===== src/rtl/irqagg_pkg.sv =====
package irqagg_pkg;
  localparam logic [11:0] OFS_TARGET  = 12'h004;
  localparam logic [11:0] OFS_REQUEST = 12'h00C;
  localparam logic [11:0] OFS_MASK    = 12'h018;
  localparam logic [11:0] OFS_PENDING = 12'h01C;
  localparam logic [11:0] OFS_CONTROL = 12'h024;
  localparam logic [11:0] OFS_LEVEL   = 12'h028;

  typedef struct packed {
    logic [31:0] addr;
    logic [31:0] data;
  } msg_t;
endpackage


===== src/rtl/irqagg_sync.sv =====
module irqagg_sync #(
  parameter int N_IN   = 11,
  parameter int STAGES = 2
) (
  input  logic            clk,
  input  logic            rst_n,
  input  logic [N_IN-1:0] din,
  output logic [N_IN-1:0] level,
  output logic [N_IN-1:0] change
);
  for (genvar g = 0; g < N_IN; g++) begin : g_line
    logic [STAGES-1:0] chain_q, chain_d;
    logic              prev_q, prev_d;

    always_comb begin
      chain_d = {chain_q[STAGES-2:0], din[g]};
      prev_d  = chain_q[STAGES-1];
    end

    always_ff @(posedge clk or negedge rst_n) begin
      if (!rst_n) begin
        chain_q <= '0;
        prev_q  <= 1'b0;
      end else begin
        chain_q <= chain_d;
        prev_q  <= prev_d;
      end
    end

    assign level[g]  = chain_q[STAGES-1];
    assign change[g] = chain_q[STAGES-1] ^ prev_q;
  end
endmodule


===== src/rtl/irqagg_capture.sv =====
module irqagg_capture #(
  parameter int              N_IN      = 11,
  parameter logic [N_IN-1:0] IMPL_MASK = 11'h5FF
) (
  input  logic            clk,
  input  logic            rst_n,
  input  logic [N_IN-1:0] change,
  input  logic [N_IN-1:0] mask,
  input  logic            rd_clr,
  output logic [N_IN-1:0] req,
  output logic            nonempty
);
  logic [N_IN-1:0] req_q, req_d, new_bits;

  always_comb begin
    new_bits = change & mask & IMPL_MASK;
    if (rd_clr) req_d = new_bits;
    else        req_d = req_q | new_bits;
  end

  always_ff @(posedge clk or negedge rst_n) begin
    if (!rst_n) req_q <= '0;
    else        req_q <= req_d;
  end

  assign req      = req_q;
  assign nonempty = |req_q;

  assert_impl_only_R2: assert property (@(posedge clk) disable iff (!rst_n)
    (req_q & ~IMPL_MASK) == '0);

  assert_masked_in_only_R4: assert property (@(posedge clk) disable iff (!rst_n)
    ((req_q & ~$past(req_q)) & ~$past(mask)) == '0);
endmodule


===== src/rtl/irqagg_msg.sv =====
module irqagg_msg #(
  parameter int DATA_W = 5
) (
  input  logic        clk,
  input  logic        rst_n,
  input  logic [31:0] target,
  input  logic        target_ok,
  input  logic        hold,
  input  logic        have_req,
  input  logic        rearm,
  output logic        msg_valid,
  input  logic        msg_ready,
  output logic [31:0] msg_addr,
  output logic [31:0] msg_data
);
  import irqagg_pkg::*;

  logic valid_q, valid_d;
  logic armed_q, armed_d;
  msg_t msg_q, msg_d;
  logic start, load_en;

  always_comb begin
    start   = !valid_q && armed_q && target_ok && !hold && have_req;
    load_en = start;
    msg_d   = msg_q;
    if (load_en) begin
      msg_d.addr = {target[31:DATA_W], {DATA_W{1'b0}}};
      msg_d.data = {{(32-DATA_W){1'b0}}, target[DATA_W-1:0]};
    end
    valid_d = valid_q;
    if (start)                  valid_d = 1'b1;
    else if (valid_q && msg_ready) valid_d = 1'b0;
    armed_d = armed_q;
    if (start)      armed_d = 1'b0;
    else if (rearm) armed_d = 1'b1;
  end

  always_ff @(posedge clk or negedge rst_n) begin
    if (!rst_n) begin
      valid_q <= 1'b0;
      armed_q <= 1'b1;
      msg_q   <= '0;
    end else begin
      valid_q <= valid_d;
      armed_q <= armed_d;
      if (load_en) msg_q <= msg_d;
    end
  end

  assign msg_valid = valid_q;
  assign msg_addr  = msg_q.addr;
  assign msg_data  = msg_q.data;

  assert_stable_R8: assert property (@(posedge clk) disable iff (!rst_n)
    (valid_q && !msg_ready) |=> (valid_q && $stable(msg_q)));
endmodule


===== src/rtl/irq_msg_aggregator.sv =====
module irq_msg_aggregator #(
  parameter int              N_IN      = 11,
  parameter logic [N_IN-1:0] IMPL_MASK = 11'h5FF,
  parameter int              ADDR_W    = 12,
  parameter int              DATA_W    = 5,
  parameter int              STAGES    = 2
) (
  input  logic              clk,
  input  logic              rst_n,
  input  logic [N_IN-1:0]   irq_in,
  input  logic              rq_valid,
  input  logic              rq_write,
  input  logic [ADDR_W-1:0] rq_addr,
  input  logic [31:0]       rq_wdata,
  output logic              rd_valid,
  output logic [31:0]       rd_data,
  output logic              msg_valid,
  input  logic              msg_ready,
  output logic [31:0]       msg_addr,
  output logic [31:0]       msg_data
);
  import irqagg_pkg::*;
  localparam int PAD = 32 - N_IN;

  logic [N_IN-1:0] level, change, req, mask_q, mask_d;
  logic [31:0]     tgt_q, tgt_d, rdat_q, rdat_d;
  logic            tgt_ok_q, tgt_ok_d, ctrl_q, ctrl_d, rv_q, rv_d;
  logic            nonempty, wr, rd, rd_req;
  logic            sel_tgt, sel_req, sel_mask, sel_pend, sel_ctrl, sel_lvl;

  irqagg_sync #(.N_IN(N_IN), .STAGES(STAGES)) u_sync (
    .clk(clk), .rst_n(rst_n), .din(irq_in), .level(level), .change(change)
  );

  irqagg_capture #(.N_IN(N_IN), .IMPL_MASK(IMPL_MASK)) u_cap (
    .clk(clk), .rst_n(rst_n), .change(change), .mask(mask_q),
    .rd_clr(rd_req), .req(req), .nonempty(nonempty)
  );

  irqagg_msg #(.DATA_W(DATA_W)) u_msg (
    .clk(clk), .rst_n(rst_n), .target(tgt_q), .target_ok(tgt_ok_q),
    .hold(ctrl_q), .have_req(nonempty), .rearm(rd_req),
    .msg_valid(msg_valid), .msg_ready(msg_ready),
    .msg_addr(msg_addr), .msg_data(msg_data)
  );

  always_comb begin
    wr       = rq_valid && rq_write;
    rd       = rq_valid && !rq_write;
    sel_tgt  = rq_addr == OFS_TARGET[ADDR_W-1:0];
    sel_req  = rq_addr == OFS_REQUEST[ADDR_W-1:0];
    sel_mask = rq_addr == OFS_MASK[ADDR_W-1:0];
    sel_pend = rq_addr == OFS_PENDING[ADDR_W-1:0];
    sel_ctrl = rq_addr == OFS_CONTROL[ADDR_W-1:0];
    sel_lvl  = rq_addr == OFS_LEVEL[ADDR_W-1:0];
    rd_req   = rd && sel_req;

    mask_d   = (wr && sel_mask) ? (rq_wdata[N_IN-1:0] & IMPL_MASK) : mask_q;
    tgt_d    = (wr && sel_tgt)  ? rq_wdata : tgt_q;
    tgt_ok_d = tgt_ok_q || (wr && sel_tgt);
    ctrl_d   = (wr && sel_ctrl) ? rq_wdata[0] : ctrl_q;

    rdat_d = '0;
    if (rd) begin
      if (sel_tgt)  rdat_d = tgt_q;
      if (sel_req)  rdat_d = {{PAD{1'b0}}, req};
      if (sel_mask) rdat_d = {{PAD{1'b0}}, mask_q};
      if (sel_pend) rdat_d = {{PAD{1'b0}}, req & mask_q};
      if (sel_ctrl) rdat_d = {31'b0, ctrl_q};
      if (sel_lvl)  rdat_d = {{PAD{1'b0}}, level};
    end
    rv_d = rd;
  end

  always_ff @(posedge clk or negedge rst_n) begin
    if (!rst_n) begin
      mask_q   <= '0;
      tgt_q    <= '0;
      tgt_ok_q <= 1'b0;
      ctrl_q   <= 1'b0;
      rdat_q   <= '0;
      rv_q     <= 1'b0;
    end else begin
      mask_q   <= mask_d;
      tgt_q    <= tgt_d;
      tgt_ok_q <= tgt_ok_d;
      ctrl_q   <= ctrl_d;
      rv_q     <= rv_d;
      if (rd) rdat_q <= rdat_d;
    end
  end

  assign rd_valid = rv_q;
  assign rd_data  = rdat_q;

  assert_target_first_R10: assert property (@(posedge clk) disable iff (!rst_n)
    $rose(msg_valid) |-> tgt_ok_q);

  assert_cause_R9: assert property (@(posedge clk) disable iff (!rst_n)
    $rose(msg_valid) |-> $past(nonempty));
endmodule


===== config.mk =====
export PLATFORM = sky130hd
export DESIGN_NAME = irq_msg_aggregator
export DESIGN_NICKNAME = d
export VERILOG_FILES = /design/src/rtl/irqagg_pkg.sv /design/src/rtl/irqagg_sync.sv /design/src/rtl/irqagg_capture.sv /design/src/rtl/irqagg_msg.sv /design/src/rtl/irq_msg_aggregator.sv
export SDC_FILE = /design/constraint.sdc
export NUM_CORES = 1
export LEC_CHECK = 0
export BUFFER_PORTS_ARGS = -buffer_cell sky130_fd_sc_hd__buf_2
export CAP_MARGIN = 20
export CORE_MARGIN = 3
export CORE_UTILIZATION = 30
export CTS_CLUSTER_DIAMETER = 100
export DETAILED_ROUTE_END_ITERATION = 6
export SETUP_SLACK_MARGIN = 0.1
export SKIP_CTS_REPAIR_TIMING = 1
export SYNTH_ARGS = -nofsm -noshare
export SYNTH_HDL_FRONTEND = slang
export SYNTH_SLANG_ARGS = --single-unit

===== constraint.sdc =====
create_clock -name clk -period 3.35 [get_ports clk]
set_input_delay 0.67 -clock clk [delete_from_list [all_inputs] [get_ports clk]]
set_output_delay 0.67 -clock clk [all_outputs]
set_load 0.02 [all_outputs]

==> results.yml <==
grt:
  grt_usage_pct: 13.7
  top_usage_layer: "met2"
  use_met2_pct: 19.9
  gr-usage-met3_pct: 5.89
  grt_start_max_net_pins: 72
  overflow: 0
  grt_pass1_wl_um: 23900
  met1_usage_pct: 17.8
  grt_pass1_vias: 4401
  grt_antenna_before_repair: 3
sta:
  max_slew.worst_pin.slew_ps: 683
  drv_slew: 0
  hold_ws_ps: 246
  rsz0062_at_grt: "false"
  max_slew_margin_pct: 54.1
  hold_viol_final: 0
  timing.fmax_mhz: 443
  period_needed_ps: 2260
  skew_ps: 8.96
  fin_ws_ps: 1090
  setup_viol_count_final: 0
  tns_ps: 0
  min_period_over_period_pct: 67.5
routing:
  dr.first_iter.drc_count: 197
  detail_route.wl_per_cell_um: 17.8
  drt_wl_total_um: 15200
  drc_errors: 0
  num_vias: 4084
  dr.pass1.iters: 4
  postRouteAntennaNets: 0
  via_per_inst: 4.77
worst_setup_path:
  required_ps: 3660
  path_class: "in2reg"
  reg2regPathDepth: 5
  r2r_setup_slack_ps: 1460
  cp-end-kind: "flip-flop"
  cp_data_arrival_time_ps: 2570
  cp-start-kind: "input pin"
  path_max_fanout: 33
power_and_ir_drop:
  p_leak_nw: 3.93
  intPower_mw: 2.98
  netSwitchingFraction_pct: 24.4
  total_power_mw: 3.94
  pwr-share-comb_pct: 5.1
  p_clk_share_pct: 46.9
  pwr-share-seq_pct: 48.1
  p_per_area_nw_per_um2: 514
  netSwitchingPower_uw: 963
  vdd_drop_max_mv: 0.267
placed_design:
  port_buffers: 125
  routabilityCongestion: 0.854
  postPlaceCellArea_um2: 7090
  dp_slack_ps: 638
  detailed_place_hpwl_um: 10800
yosys:
  synth_edf_count: 0
  synth_compound_area_share_pct: 11.1
  syn_inst: 449
  yosysUniqueCellTypes: 44
  synth-main-ff-cell: "dfrtp_1"
  synth_area_um2: 6300
  muxShareOfSynthArea_pct: 14.3
  synth-simple-area-share_pct: 6.10
  async_flop_share_pct: 100
  syn_avg_cell_area_um2: 14.0
  synth_top_family_by_area: "multiplexers"
  yosys_warnings: 0
  ys_ff_latch: 153
  synth_xor_xnor_area_share_pct: 1.53
  synthAdderAreaFrac_pct: 0
  seq_area_frac_synth_pct: 60.8
worst_hold_path:
  hold_class: "in2async"
flow_run:
  cap_violations: 0
die:
  core_um2: 20400
  die_area_um2: 22800
  die_y_um: 151
  die_w_um: 151
  rows: 52
  start_util_pct: 30.8
  io-pin-count: 158
clocking:
  cts_inserted_buffers: 17
  cts_tree: "built"
  cts_sinks: 153
  cts_root_buf: "clkbuf_16"
  cts_max_level: 4
  cts_buffer_depth: 2
  clk_pin_slew_ps: 70
  clk_latency_ps: 420
cells_and_area:
  layout_commonest_cell: "dfrtp_1"
  drive_gt1_share_pct: 43.3
  fill_cells: 1987
  final_cell_mix: "dfrtp_1 (152), buf_2 (124), mux2_2 (79)"
  area_growth_pct: 21.7
  design_area_um2: 7660
  antenna_cells: 0
  finalNetCount: 633
outcome:
  status: "finished clean"
==> registers in the layout, indices dropped and copies added, names as in the netlist, 5 cells and up <==
register               flops
rd_data                   32
tgt_q                     32
u_msg.msg_addr            27
u_sync.g_line.chain_q     22
mask_q                    10
u_cap.req                 10
u_sync.g_line.prev_q      10
u_msg.msg_data             5
==> synth_stat cells (all sizes together), types with 2 or more instances <==
| cell type | number | area [um^2] |
|---|---|---|
| nand2 | 5 | 18.8 |
| nand4b | 2 | 17.5 |
| or4b | 2 | 20.0 |
| dfrtp | 152 | 3800 |
| nor2 | 12 | 45.0 |
| or4bb | 2 | 22.5 |
| nand2b | 3 | 18.8 |
| o21ai | 8 | 40.0 |
| o22ai | 5 | 31.3 |
| mux2 | 80 | 901 |
| a22oi | 9 | 67.6 |
| or2 | 3 | 18.8 |
| o2111ai | 5 | 43.8 |
| clkbuf | 11 | 41.3 |
| a2111oi | 4 | 35.0 |
| and3 | 2 | 12.5 |
| inv | 4 | 15.0 |
| nand3 | 2 | 15.0 |
| a31oi | 2 | 12.5 |
| xor2 | 10 | 87.6 |
| nor4 | 7 | 95.1 |
| and2 | 9 | 56.3 |
| a21o | 5 | 37.5 |
| or4 | 3 | 26.3 |
| a22o | 36 | 315 |
| o32ai | 4 | 35.0 |
| a221o | 4 | 40.0 |
| nor3 | 2 | 10.0 |
| buf | 47 | 330 |
==> worst paths after layout <==
check | from | endpoint
max reg2reg | u_msg.msg_valid | u_msg.msg_addr[26]
min in group clk | u_sync.g_line[7].chain_q[0] | u_sync.g_line[7].chain_q[1]
max in group asynchronous | rst_n | u_sync.g_line[6].chain_q[0]
min reg2reg | u_sync.g_line[7].chain_q[0] | u_sync.g_line[7].chain_q[1]
min | rst_n | u_sync.g_line[5].chain_q[1]
max | rq_addr[9] | tgt_q[29]
==> logic make-up after synthesis <==
family	count (synthesis)
flops	153
compound gates	87
mux	80
buf+inv	62
simple gates	55
xor+xnor	11
other cells	1
==> critical path, cell delays in order <==
cell	delay [ps]
buf_2	110
nor4_2	320
nand3_2	270
nor4_4	300
buf_4	460
mux2_2	400
==> power by group through the flow <==
stage	registers, mW	logic (mW)	clock network (mW)
2_1_floorplan	1.92	0.127	0
3_3_place_gp	1.93	0.197	0
3_5_place_dp	1.93	0.200	0
4_1_cts	1.89	0.201	1.90
5_1_grt	1.89	0.224	1.99
6_report	1.89	0.200	1.85
==> through the flow <==
stage               cells  utilization, %
global route          856            37.5
floorplan             480               -
detailed placement    824            34.7
finish                856            37.5
CTS                   856            37.5
global placement      824            34.7
==> per-layer routing <==
| metal | vias to the layer above | part of all wire, % |
|---|---|---|
| met4 | 6 | 2.0 |
| met1 | 2059 | 44 |
| met5 | - | 0.22 |
| li1 | 1832 | - |
| met3 | 31 | 8.8 |
| met2 | 156 | 45 |
==> area by class of cell <==
type | instances | area (um^2) | share of cell area [%]
multi-input cells | 265 | 2210 | 28.9
clock buffers | 18 | 429 | 5.60
well taps | 270 | 338 | 4.41
repair buffers | 132 | 697 | 9.09
clock inverters | 14 | 141 | 1.84
inverters | 4 | 15.0 | 0.196
flip-flops and latches | 153 | 3830 | 50.0
Note: power is estimated with default switching activity, not from simulation.
